**src/rtl/gpio_mask_pkg.sv**
```systemverilog
package gpio_mask_pkg;

  // Mask from a byte address: word-address bits start at byte bit 2.
  function automatic logic [31:0] addr_to_mask(input logic [31:0] byte_addr,
                                               input int unsigned pins);
    logic [31:0] keep;
    keep = (32'd1 << pins) - 32'd1;
    return (byte_addr >> 2) & keep;
  endfunction

  // Replace only the bits selected by mask.
  function automatic logic [31:0] merge_masked(input logic [31:0] old_v,
                                               input logic [31:0] new_v,
                                               input logic [31:0] mask);
    return (old_v & ~mask) | (new_v & mask);
  endfunction

  // Per-pin readback: outputs show the latch, inputs show the pad.
  function automatic logic [31:0] pin_view(input logic [31:0] dir_v,
                                           input logic [31:0] latch_v,
                                           input logic [31:0] pad_v);
    return (dir_v & latch_v) | (~dir_v & pad_v);
  endfunction

endpackage

```
**src/rtl/gpio_in_sync.sv**
```systemverilog
module gpio_in_sync #(
  parameter int PIN_W       = 8,
  parameter int SYNC_STAGES = 2
) (
  input  logic             clk,
  input  logic             rst_n,
  input  logic [PIN_W-1:0] raw_i,
  output logic [PIN_W-1:0] sync_o
);

  logic [PIN_W-1:0] stage_q [SYNC_STAGES];

  generate
    for (genvar s = 0; s < SYNC_STAGES; s++) begin : g_stage
      if (s == 0) begin : g_first
        always_ff @(posedge clk or negedge rst_n) begin
          if (!rst_n) stage_q[0] <= '0;
          else        stage_q[0] <= raw_i;
        end
      end else begin : g_rest
        always_ff @(posedge clk or negedge rst_n) begin
          if (!rst_n) stage_q[s] <= '0;
          else        stage_q[s] <= stage_q[s-1];
        end
      end
    end
  endgenerate

  assign sync_o = stage_q[SYNC_STAGES-1];


  sync_first_chk: assert property (@(posedge clk) disable iff (!rst_n)
    1'b1 |=> (stage_q[0] == $past(raw_i)));

endmodule

```
**src/rtl/gpio_data_latch.sv**
```systemverilog
module gpio_data_latch
  import gpio_mask_pkg::*;
#(
  parameter int PIN_W  = 8,
  parameter int DATA_W = 32
) (
  input  logic              clk,
  input  logic              rst_n,
  input  logic              wr_fire,
  input  logic [PIN_W-1:0]  wmask,
  input  logic [DATA_W-1:0] wdata,
  output logic [PIN_W-1:0]  latch_q
);

  logic [31:0]      merged_w;
  logic [PIN_W-1:0] latch_d;

  always_comb begin
    merged_w = merge_masked(32'(latch_q), 32'(wdata[PIN_W-1:0]), 32'(wmask));
    latch_d  = merged_w[PIN_W-1:0];
  end

  always_ff @(posedge clk or negedge rst_n) begin
    if (!rst_n)       latch_q <= '0;
    else if (wr_fire) latch_q <= latch_d;
  end


  masked_update_chk: assert property (@(posedge clk) disable iff (!rst_n)
    wr_fire |=> ((latch_q & $past(wmask)) == ($past(wdata[PIN_W-1:0]) & $past(wmask))));


  unmasked_hold_chk: assert property (@(posedge clk) disable iff (!rst_n)
    wr_fire |=> ((latch_q & ~$past(wmask)) == ($past(latch_q) & ~$past(wmask))));


  idle_stable_chk: assert property (@(posedge clk) disable iff (!rst_n)
    !wr_fire |=> $stable(latch_q));

endmodule

```
**src/rtl/gpio_read_mux.sv**
```systemverilog
module gpio_read_mux
  import gpio_mask_pkg::*;
#(
  parameter int PIN_W  = 8,
  parameter int DATA_W = 32
) (
  input  logic              rst_n,
  input  logic              rd_fire,
  input  logic [PIN_W-1:0]  rmask,
  input  logic [PIN_W-1:0]  dir_v,
  input  logic [PIN_W-1:0]  latch_v,
  input  logic [PIN_W-1:0]  pad_v,
  output logic [DATA_W-1:0] rdata
);

  logic [31:0]      view_w;
  logic [PIN_W-1:0] shown;

  always_comb begin
    view_w = pin_view(32'(dir_v), 32'(latch_v), 32'(pad_v));
    shown  = view_w[PIN_W-1:0] & rmask;
    rdata  = '0;
    if (rd_fire) rdata[PIN_W-1:0] = shown;
  end

  always_comb begin
    if (rst_n) begin

      unmasked_zero_chk: assert ((rdata[PIN_W-1:0] & ~rmask) == '0);

      idle_zero_chk: assert (rd_fire || (rdata == '0));
    end
  end

endmodule

```
**src/rtl/gpio_masked_port.sv**
```systemverilog
module gpio_masked_port
  import gpio_mask_pkg::*;
#(
  parameter int PIN_W       = 8,
  parameter int ADDR_W      = 10,
  parameter int DATA_W      = 32,
  parameter int SYNC_STAGES = 2
) (
  input  logic              clk,
  input  logic              rst_n,
  input  logic              bus_sel,
  input  logic              bus_wr,
  input  logic [ADDR_W-1:0] bus_addr,
  input  logic [DATA_W-1:0] bus_wdata,
  output logic [DATA_W-1:0] bus_rdata,
  input  logic [PIN_W-1:0]  dir_i,
  input  logic [PIN_W-1:0]  pin_i,
  output logic [PIN_W-1:0]  pad_out,
  output logic [PIN_W-1:0]  pad_oe
);

  // Named events for the checks.
  logic             wr_fire;
  logic             rd_fire;
  logic [31:0]      mask_w;
  logic [PIN_W-1:0] acc_mask;
  logic [PIN_W-1:0] latch_q;
  logic [PIN_W-1:0] pad_sync;

  assign wr_fire = bus_sel &  bus_wr;
  assign rd_fire = bus_sel & ~bus_wr;

  always_comb begin
    mask_w   = addr_to_mask(32'(bus_addr), PIN_W);
    acc_mask = mask_w[PIN_W-1:0];
  end

  gpio_in_sync #(.PIN_W(PIN_W), .SYNC_STAGES(SYNC_STAGES)) u_sync (
    .clk(clk), .rst_n(rst_n), .raw_i(pin_i), .sync_o(pad_sync)
  );

  gpio_data_latch #(.PIN_W(PIN_W), .DATA_W(DATA_W)) u_latch (
    .clk(clk), .rst_n(rst_n), .wr_fire(wr_fire), .wmask(acc_mask),
    .wdata(bus_wdata), .latch_q(latch_q)
  );

  gpio_read_mux #(.PIN_W(PIN_W), .DATA_W(DATA_W)) u_rmux (
    .rst_n(rst_n), .rd_fire(rd_fire), .rmask(acc_mask), .dir_v(dir_i),
    .latch_v(latch_q), .pad_v(pad_sync), .rdata(bus_rdata)
  );

  assign pad_oe  = dir_i;
  assign pad_out = latch_q & dir_i;

  always_comb begin
    if (rst_n && rd_fire) begin

      out_readback_chk: assert ((bus_rdata[PIN_W-1:0] & acc_mask & dir_i) ==
                                (latch_q & acc_mask & dir_i));

      in_readback_chk: assert ((bus_rdata[PIN_W-1:0] & acc_mask & ~dir_i) ==
                               (pad_sync & acc_mask & ~dir_i));
    end
  end

endmodule

```
**config.mk**
```make
export PLATFORM = sky130hd
export DESIGN_NAME = gpio_masked_port
export DESIGN_NICKNAME = d
export VERILOG_FILES = /design/src/rtl/gpio_mask_pkg.sv /design/src/rtl/gpio_in_sync.sv /design/src/rtl/gpio_data_latch.sv /design/src/rtl/gpio_read_mux.sv /design/src/rtl/gpio_masked_port.sv
export SDC_FILE = /design/constraint.sdc
export NUM_CORES = 1
export LEC_CHECK = 0
export BUFFER_PORTS_ARGS = -buffer_cell sky130_fd_sc_hd__buf_2
export CAP_MARGIN = 0
export CORE_MARGIN = 2
export CORE_UTILIZATION = 38
export CTS_BUF_LIST = sky130_fd_sc_hd__clkbuf_4
export CTS_CLUSTER_DIAMETER = 40
export DETAILED_ROUTE_END_ITERATION = 8
export PLACE_DENSITY = 0.88
export SLEW_MARGIN = 20
export SYNTH_ARGS = -nofsm -noshare
export SYNTH_HDL_FRONTEND = slang
export SYNTH_SLANG_ARGS = --single-unit
```
**constraint.sdc**
```tcl
create_clock -name clk -period 0.89 [get_ports clk]
set_input_delay 0.1335 -clock clk [delete_from_list [all_inputs] [get_ports clk]]
set_output_delay 0.1335 -clock clk [all_outputs]
set_load 0.005 [all_outputs]
```
==> results of run 1 <==
==> final cells by class <==
cell class	count	area (µm²)
fillers	282	1410
multi-input cells	68	473
well taps	44	55.1
repair buffers	79	519
clock buffers	3	22.5
flip-flops and latches	24	601
==> report_power, final <==
| part | switching (mW) | leakage, nW | internal [mW] |
|---|---|---|---|
| sequential | 0.0540 | 0.281 | 1.19 |
| combinational | 0.222 | 0.657 | 0.391 |
| clock | 0.295 | 0.0138 | 0.158 |
| total | 0.572 | 0.952 | 1.74 |
==> worst register-to-register path: cells and delay by family (launching register included) <==
kind / cells / cell delay (ns)
multiplexers: 1 / 0.25
buffers and inverters: 1 / 0.14
flip-flops: 1 / 0.42
==> timing repair <==
| item | CTS | global route |
|---|---|---|
| resized for setup | 12 | 2 |
| endpoints found under the setup margin | 16 | 18 |
| cloned | 0 | 0 |
| hold buffers | 9 | 0 |
| setup buffers | 2 | 1 |
| endpoints found under the hold margin | 32 | 0 |
| pin swaps | 16 | 0 |
==> kinds of logic after synthesis <==
| kind of cell | share of synthesized area |
|---|---|
| mux | 0.119 |
| simple gates | 0.135 |
| compound gates | 0.0407 |
| buf+inv | 0.214 |
| other cells | 0.00305 |
| flops | 0.488 |
==> cells in the mapped netlist <==
master,count
mux2i_1,3
buf_4,32
nand2_1,3
nor3_1,3
buf_6,2
and2b_2,1
mux2_2,1
nor2b_1,5
mux2_4,7
nand3_1,6
o211a_1,5
nand3_2,2
and2_1,8
dfrtp_1,24
conb_1,1
==> per-stage QoR <==
step           cells   util  TNS (ns)  power [mW]
4_1_cts          217  0.537     -4.85        2.32
5_1_grt          218  0.543     -5.66        2.47
3_3_place_gp     203  0.480    -0.927        1.72
3_5_place_dp     203  0.480     -1.07        1.74
6_report         218  0.543     -4.65        2.32
2_1_floorplan    126      -         0        1.59
==> layer usage <==
layer | up-vias | track usage | part of all wire
met5 | - | 0 | 0
li1 | 429 | - | -
met4 | 0 | 0.0404 | 0.0086
met1 | 408 | 0.157 | 0.40
met2 | 72 | 0.238 | 0.48
met3 | 2 | 0.0341 | 0.11
==> worst paths after layout <==
path	startpoint	endpoint	slack, ns	cells past startpoint
max	flop	bus_rdata[5]	-0.43	3
min	bus_wdata[5]	flop	0.05	2
max reg2reg	flop	flop	-0.01	2
min reg2reg	u_sync.stage_q[8]	u_sync.sync_o[0]	0.36	0
min in group asynchronous	rst_n	u_sync.sync_o[6]	0.23	2
max in group asynchronous	rst_n	async pin	0.30	3
==> metrics.md, run 1 <==
| Metric | Value |
|---|---|
| Status | `complete, but fails checks` |
| Failing checks | `setup timing` |
| Antenna diode count | `0` |
| Commonest cells after routing, fill and taps aside | `54 x buf_2, 24 x dfrtp_1, 24 x conb_1` |
| Gpl congestion | `~0.67` |
| Max cap viols | `0` |
| Final setup fails | `17` |
| Drt pass-1 iters | `2` |
| Ys Warns | `0` |
| CTS tree | `built` |
| Cell taking the most area after synthesis | `dfrtp_1` |
| H-tree depth | `1` |
| Initial antenna violation count | `0` |
| Area growth syn-to-layout | `35.8%` |
| Clock tree buffer depth | `2` |
| DP Worst Slack | `-0.0952 ns` |
| Final period util | `1.48` |
| Antenna viol nets, final | `0` |
| WHS | `0.0493 ns` |
| Die Width | `60.9 µm` |
| Dpl hpwl | `1.90 mm` |
| IO Port Bufs | `59` |
| Die height | `60.9 µm` |
| Clock Skew | `0.000360 ns` |
| Worst setup SP type | `flop` |
| Mapped cell area | `between 1000 and 1500 µm²` |
| Die footprint | `roughly 3700 µm²` |
| Placement Cell Area | `1480 µm²` |
| Critical path's largest stage delay | `around 0.4 ns` |
| Kind of critical path | `flop to output pin` |
| Cell variety after synth | `15` |
| Min-delay worst type | `primary input to flop` |
| Setup crit end kind | `output pin` |
| Synth Register Bits | `24` |
| Power Dens Cells | `approximately 1400 nW/µm²` |
| Largest delay share family, worst path | `flip-flops` |
| # clock sinks | `24` |
| First-pass GRT wire length | `3.62 mm` |
| RSZ-0062 raised after global routing | `true` |
| Final Max Tran Viols | `0` |
| Most common cell after layout, fill and taps aside | `buf_2` |
| Synth Instances | `~100` |
| Initial cell density of the core | `0.400` |
| Nets | `approximately 240` |
| Vias in the first global route | `812` |
| Residual DRC | `0` |
| Hold Violations, Final | `0` |
| CP required | `0.76 ns` |
| Aggregate global routing overflow | `0` |
| Routed WL | `2.46 mm` |
| Layout cell share with drive strength beyond 1 | `0.517` |
| CP arrival | `~1.2 ns` |
| Syn_area_per_cell | `11.9 µm²` |
| DR vias | `between 900 and 1000` |
| Core ar. | `between 3000 and 4000 µm²` |
| Sequential area share after synthesis | `0.488` |
| Achievable Freq | `around 760 MHz` |
| Vias per cell | `roughly 4.2` |
| Total global routing track utilization | `0.133` |
| Clock-pin slew on the worst setup and hold paths | `~0.12 ns` |
| Worst-path maximum fanout | `2` |
| Number of CTS-inserted buffers | `3` |
| Top cells by area, synth | `dfrtp_1 49%, buf_4 20%, mux2_4 8.5%` |
| Final Instance Area | `1670 µm²` |
| DR iter-0 viols | `6` |
| WP buf/inv | `1` |
| Slowest CP cell | `dfrtp_1` |
| Static Leak | `about 0.95 nW` |
| Max IR drop VDD | `0.000766 V` |
| Clock root cell | `clkbuf_4` |
| Clk Latency, worst-skew pair | `around 0.3 ns` |
| Core Rows | `20` |
| WL per Instance | `roughly 11 µm` |
| Final WS setup | `-0.428 ns` |
| Boundary Pins | `110` |
| Post-synth top area share | `0.488` |
| Pin count of the biggest net entering global routing | `14` |
| Sequence of cells on the critical path | `and2_4 -> o211a_1 -> buf_2` |
| Post-route minimum period | `roughly 1.3 ns` |
Note: power is estimated with default switching activity, not from simulation.
==> run 2, diff against run 1 <==
Settings changed: CORE_UTILIZATION 38 to 35, GPL_TIMING_DRIVEN set to 0, PLACE_DENSITY 0.88 to 0.83.
Clock period 0.89 ns to 1.2 ns, I/O delays scaled along.
==> run 2 against run 1 <==
The run still ends with setup timing left. Critical path depth stayed put. Via count is 5.7% higher. Cell count is 14% higher. Clock-buffer cell count stayed put. Utilization is 1.1 points higher. Clock power is 25% higher. Sequential share of layout area is 3.7 points lower. Flip-flop and latch count stayed put. Combinational power is 20% lower. Total power is 15% lower. Die area is 8.0% higher.
==> metrics.md, run 2 (synthesized netlist as in run 1, its figures left out) <==
| Metric | Value |
|---|---|
| Status | `complete, but fails checks (unchanged)` |
| Final period util | `1.12` |
| Worst-path maximum fanout | `2 (unchanged)` |
| Clk Latency, worst-skew pair | `0.31 ns (was 0.30 ns)` |
| CTS tree | `built (unchanged)` |
| Final core utilization | `0.553 (was 0.543)` |
| DR iter-0 viols | `5 (was 6)` |
| Number of CTS-inserted buffers | `3 (unchanged)` |
| Antenna diode count | `0 (unchanged)` |
| CP required | `1.02 ns (was 0.76 ns)` |
| H-tree depth | `1 (unchanged)` |
| Setup crit end kind | `output pin (unchanged)` |
| Die height | `63.3 µm (was 60.9 µm)` |
| Final Max Tran Viols | `0 (unchanged)` |
| Largest delay share family, worst path | `flip-flops (unchanged)` |
| Initial cell density of the core | `0.366 (was 0.400)` |
| Area growth syn-to-layout | `51.3% (was 35.8%)` |
| Commonest cells after routing, fill and taps aside | `58 x buf_2, 36 x buf_4, 24 x dfrtp_1, 24 x conb_1, 9 x dlygate4sd3_1 (was 54 x buf_2, 24 x dfrtp_1, 24 x conb_1)` |
| CP arrival | `1.17 ns (was 1.18 ns)` |
| RSZ-0062 raised after global routing | `true (unchanged)` |
| Aggregate global routing overflow | `0 (unchanged)` |
| Power Dens Cells | `1060 nW/µm² (was 1390 nW/µm²)` |
| Clock tree buffer depth | `2 (unchanged)` |
| Layout cell share with drive strength beyond 1 | `0.579 (was 0.517)` |
| IO Port Bufs | `59 (unchanged)` |
| Setup_tns | `-0.713 ns (was -4.65 ns)` |
| Clock root cell | `clkbuf_4 (unchanged)` |
| Gpl congestion | `0.749 (was 0.669)` |
| Die footprint | `4000 µm² (was 3710 µm²)` |
| WL per Instance | `10.4 µm (was 11.3 µm)` |
| Final Instance Area | `1860 µm² (was 1670 µm²)` |
| First-pass GRT wire length | `4.23 mm (was 3.62 mm)` |
| Failing checks | `setup timing (unchanged)` |
| Vias per cell | `3.88 (was 4.18)` |
| WP buf/inv | `1 (unchanged)` |
| Max IR drop VDD | `0.000880 V (was 0.000766 V)` |
| Worst setup SP type | `flop (unchanged)` |
| Boundary Pins | `110 (unchanged)` |
| Hold Violations, Final | `0 (unchanged)` |
| Critical path's largest stage delay | `0.41 ns (about the same)` |
| Vias in the first global route | `987 (was 812)` |
| Initial antenna violation count | `0 (unchanged)` |
| Max cap viols | `0 (unchanged)` |
| Overall power | `1.98 mW (was 2.32 mW)` |
| Drt pass-1 iters | `3 (was 2)` |
| Post-route minimum period | `roughly 1.3 ns` |
| Dpl hpwl | `1.94 mm (was 1.90 mm)` |
| Antenna viol nets, final | `0 (unchanged)` |
| # clock sinks | `24 (unchanged)` |
| Placement Cell Area | `1670 µm² (was 1480 µm²)` |
| DP Worst Slack | `0.0392 ns (was -0.0952 ns)` |
| Routed WL | `2.59 mm (was 2.46 mm)` |
| Final WS setup | `-0.147 ns (was -0.428 ns)` |
| Pin count of the biggest net entering global routing | `25 (was 14)` |
| Worst-margin pin slew | `around 0.53 ns` |
| Total global routing track utilization | `0.134 (was 0.133)` |
| Die Width | `63.3 µm (was 60.9 µm)` |
| DR vias | `963 (was 911)` |
| Clock Skew | `0.000244 ns (was 0.000360 ns)` |
| Final setup fails | `7 (was 17)` |
| Achievable Freq | `~740 MHz` |
| Clock-pin slew on the worst setup and hold paths | `0.13 ns (was 0.12 ns)` |
| Relative slew slack | `0.649` |
| Kind of critical path | `flop to output pin (unchanged)` |
| Static Leak | `1.10 nW (was 0.952 nW)` |
| # fillers | `312 (was 282)` |
| Nets | `265 (was 238)` |
| Core ar. | `3360 µm² (was 3080 µm²)` |
| Core Rows | `21 (was 20)` |
| Sequence of cells on the critical path | `and2_4 -> o211a_1 -> buf_2 (unchanged)` |
| Min-delay worst type | `primary input to flop (unchanged)` |
| Most common cell after layout, fill and taps aside | `buf_2 (unchanged)` |
| Residual DRC | `0 (unchanged)` |
| Slowest CP cell | `dfrtp_1 (unchanged)` |
[run 2: repair_timing]
action / CTS / global route
endpoints found under the hold margin: 32 / 0
pin swaps: 13 / 3
gates resized for setup: 5 / 1
cloned: 0 / 0
hold buffers: 9 / 0
setup buffers: 0 / 4
setup endpoints to repair: 9 / 15
[run 2: final cells by class]
cell class	count	area (µm²)	share of cell area
Sequential cell	24	601	0.323
Multi-Input combinational cell	68	465	0.250
Timing Repair Buffer	72	422	0.227
Buffer	34	263	0.141
Tap cell	46	57.6	0.0309
Clock inverter	1	30.0	0.0161
Clock buffer	3	22.5	0.0121
[run 2: through the flow]
step / hold WS (ns) / cells
2_1_floorplan: -0.116 / 126
3_3_place_gp: 0.184 / 231
3_5_place_dp: 0.193 / 231
4_1_cts: 0.0802 / 244
5_1_grt: 0.0704 / 248
6_report: 0.0940 / 248
[run 2: per-layer routing]
layer,share of wire,global-route usage
met4,0,0.0163
met2,0.52,0.251
met5,0,0
met3,0.079,0.0464
met1,0.40,0.149
[run 2: path summary, 6_finish.rpt]
kind | slack [ns] | cells past startpoint | endpoint | from
min in group asynchronous | 0.37 | 2 | async pin | rst_n
max | -0.15 | 3 | bus_rdata[0] | flop
max reg2reg | 0.31 | 2 | flop | flop
min reg2reg | 0.36 | 0 | u_sync.sync_o[6] | u_sync.stage_q[14]
max in group asynchronous | 0.48 | 2 | async pin | rst_n
min | 0.09 | 2 | flop | bus_wdata[5]
[run 2: power breakdown]
group	internal, mW	total [mW]	switching, mW
registers	0.886	0.922	0.0362
clock network	0.337	0.566	0.228
logic	0.319	0.490	0.171
==> run 3, diff against run 2 <==
Settings changed: CORE_UTILIZATION 35 to 38, PLACE_DENSITY 0.83 to 0.85.
Clock period 1.2 ns to 1.4 ns, I/O delays scaled along.
==> run 3 against run 2 <==
The flow now finishes without violations. Register-to-register slack better by 0.19 ns. Global-route usage up 0.77 points. Clock power down 48%. Hold slack better by 0.027 ns. Clock-buffer cell count unchanged. Critical endpoint is now bus_rdata[7]. Worst setup slack better by 0.16 ns. Via count up 2.7%. Highest routed layer is now met4. Cell count down 1.6%. Sequential share of layout area up 0.89 points. Flip-flop and latch count unchanged. Critical path depth unchanged.
==> metrics.md, run 3 (synthesized netlist as in run 1, its figures left out) <==
| Metric | Value |
|---|---|
| Antenna viol nets, final | `0 (unchanged)` |
| Slowest CP cell | `dfrtp_1 (unchanged)` |
| WL per Instance | `10.1 µm (was 10.4 µm)` |
| Hold Violations, Final | `0 (unchanged)` |
| Worst-path maximum fanout | `2 (unchanged)` |
| Drt pass-1 iters | `2 (was 3)` |
| Final Max Tran Viols | `0 (unchanged)` |
| Post-route minimum period | `about 1.4 ns` |
| Setup crit end kind | `output pin (unchanged)` |
| Hold depth | `2 (unchanged)` |
| Most common cell after layout, fill and taps aside | `buf_2 (unchanged)` |
| Commonest cells after routing, fill and taps aside | `59 x buf_2, 34 x buf_4, 24 x dfrtp_1, 24 x conb_1, 9 x dlygate4sd3_1 (was 58 x buf_2, 36 x buf_4, 24 x dfrtp_1, 24 x conb_1, 9 x dlygate4sd3_1)` |
| RSZ-0062 raised after global routing | `true (unchanged)` |
| Status | `finished, final reports clean (was complete, but fails checks)` |
| IO Port Bufs | `59 (unchanged)` |
| Initial cell density of the core | `0.400 (was 0.366)` |
| Final Instance Area | `1810 µm² (was 1860 µm²)` |
| CP required | `1.19 ns (was 1.02 ns)` |
| Pin count of the biggest net entering global routing | `25 (unchanged)` |
| Power Dens Cells | `820 nW/µm² (was 1060 nW/µm²)` |
| # clock sinks | `24 (unchanged)` |
| Clock tree buffer depth | `2 (unchanged)` |
| Sw Ratio | `0.245 (was 0.220)` |
| Die height | `60.9 µm (was 63.3 µm)` |
| Final core utilization | `0.588 (was 0.553)` |
| CTS tree | `built (unchanged)` |
| Die Width | `60.9 µm (was 63.3 µm)` |
| DP Worst Slack | `0.208 ns (was 0.0392 ns)` |
| Initial antenna violation count | `0 (unchanged)` |
| Sequence of cells on the critical path | `and2_4 -> o211a_1 -> buf_2 (unchanged)` |
| Worst setup SP type | `flop (unchanged)` |
| WP buf/inv | `1 (unchanged)` |
| Clock root cell | `clkbuf_4 (unchanged)` |
| Area growth syn-to-layout | `47.2% (was 51.3%)` |
| Gpl congestion | `0.678 (was 0.749)` |
| Max cap viols | `0 (unchanged)` |
| First-pass GRT wire length | `3.79 mm (was 4.23 mm)` |
| Boundary Pins | `110 (unchanged)` |
| Nets | `263 (was 265)` |
| Antenna diode count | `0 (unchanged)` |
| Combinational Power Share | `0.268 (was 0.248)` |
| Critical path's largest stage delay | `0.41 ns (about the same)` |
| Clock-pin slew on the worst setup and hold paths | `0.13 ns (about the same)` |
| Overall power | `1.48 mW (was 1.98 mW)` |
| Final WS setup | `0.0126 ns (was -0.147 ns)` |
| Residual DRC | `0 (unchanged)` |
| Number of CTS-inserted buffers | `3 (unchanged)` |
| Max IR drop VDD | `0.000470 V (was 0.000880 V)` |
| Dpl hpwl | `1.93 mm (was 1.94 mm)` |
| Worst-margin pin slew | `0.511 ns (was 0.527 ns)` |
| Core ar. | `3080 µm² (was 3360 µm²)` |
| Aggregate global routing overflow | `0 (unchanged)` |
| Vias per cell | `4.05 (was 3.88)` |
| CP arrival | `1.18 ns (was 1.17 ns)` |
| DR iter-0 viols | `19 (was 5)` |
| Final period util | `0.991` |
| Clk Latency, worst-skew pair | `0.29 ns (was 0.31 ns)` |
| Min-delay worst type | `primary input to flop (unchanged)` |
| Net Switching | `0.364 mW (was 0.436 mW)` |
| Routed WL | `2.47 mm (was 2.59 mm)` |
| Total global routing track utilization | `0.142 (was 0.134)` |
| Vias in the first global route | `897 (was 987)` |
| R2r setup slk | `0.50 ns (was 0.31 ns)` |
| Relative slew slack | `0.659 (was 0.649)` |
| Internal | `1.12 mW (was 1.54 mW)` |
| DR vias | `989 (was 963)` |
| Largest delay share family, worst path | `flip-flops (unchanged)` |
| Static Leak | `1.07 nW (was 1.10 nW)` |
| Die footprint | `3710 µm² (was 4000 µm²)` |
| Placement Cell Area | `1670 µm² (about the same)` |
| H-tree depth | `1 (unchanged)` |
| Hold path startpoint | `bus_wdata[0] (was bus_wdata[5])` |
| Layout cell share with drive strength beyond 1 | `0.570 (was 0.579)` |
| Worst R2R Path Depth | `2 (unchanged)` |
| Core Rows | `20 (was 21)` |
| Clk pwr share | `0.199 (was 0.286)` |
| Clock Skew | `0.000329 ns (was 0.000244 ns)` |
| Kind of critical path | `flop to output pin (unchanged)` |
| Seq pwr share | `0.533 (was 0.466)` |
| Achievable Freq | `a little over 700 MHz` |
| Final setup fails | `0 (was 7)` |
-- run 3: cell types whose count changed in the layout (fill, tap and decap cells not counted), sizes merged --
| cell | change |
|---|---|
| buf | -2 |
| bufinv | -1 |
| clkinv | +1 |
-- run 3: metal layers --
metal | share of wire | routed length, µm | GRT usage | vias to the layer above
met4 | 0.0041 | 10 | 0.0590 | 0
li1 | - | - | - | 477
met1 | 0.36 | 876 | 0.147 | 449
met2 | 0.52 | 1280 | 0.267 | 61
met5 | 0 | 0 | 0 | -
met3 | 0.12 | 296 | 0.0362 | 2
-- run 3: power groups by stage --
| stage | clock (mW) | combinational [mW] | sequential (mW) |
|---|---|---|---|
| after global placement | 0 | 0.342 | 0.802 |
| after CTS | 0.313 | 0.381 | 0.793 |
| final | 0.295 | 0.398 | 0.792 |
| after detailed placement | 0 | 0.349 | 0.803 |
| after floorplan | 0 | 0.217 | 0.794 |
| after global routing | 0.338 | 0.444 | 0.801 |
-- run 3: area by class of cell --
class,count,area (µm²)
multi-input combinational,68,465
fill,287,1270
sequential,24,601
clock inverter,1,3.75
buffer,34,263
tap,44,55.1
clock buffer,3,22.5
timing repair buffer,70,400
-- run 3: worst max path at each step --
stage | slack [ns] | to | cells past startpoint | start
after global routing | -0.06 | bus_rdata[7] | 3 | flop
final | 0.01 | bus_rdata[7] | 3 | flop
after detailed placement | 0.21 | bus_rdata[3] | 5 | bus_sel
after global placement | 0.20 | bus_rdata[3] | 5 | bus_sel
after floorplan | 0.44 | bus_rdata[0] | 2 | flop
after CTS | -0.001 | bus_rdata[7] | 3 | flop
-- run 3: what timing repair did --
| action | 4_1_cts | 5_1_grt |
|---|---|---|
| pin swaps | 9 | 2 |
| setup endpoints to repair | 5 | 7 |
| hold buffers | 8 | 1 |
| buffers inserted | 0 | 2 |
| hold endpoints to repair | 31 | 1 |
| gates resized for setup | 5 | 0 |
-- run 3: through the flow --
| stage | hold slack [ns] | TNS [ns] | std cells |
|---|---|---|---|
| 3_5_place_dp | 0.215 | 0 | 229 |
| 3_3_place_gp | 0.215 | 0 | 229 |
| 2_1_floorplan | -0.0856 | 0 | 126 |
| 5_1_grt | 0.104 | -0.213 | 244 |
| 6_report | 0.121 | 0 | 244 |
| 4_1_cts | 0.00170 | -0.00129 | 241 |
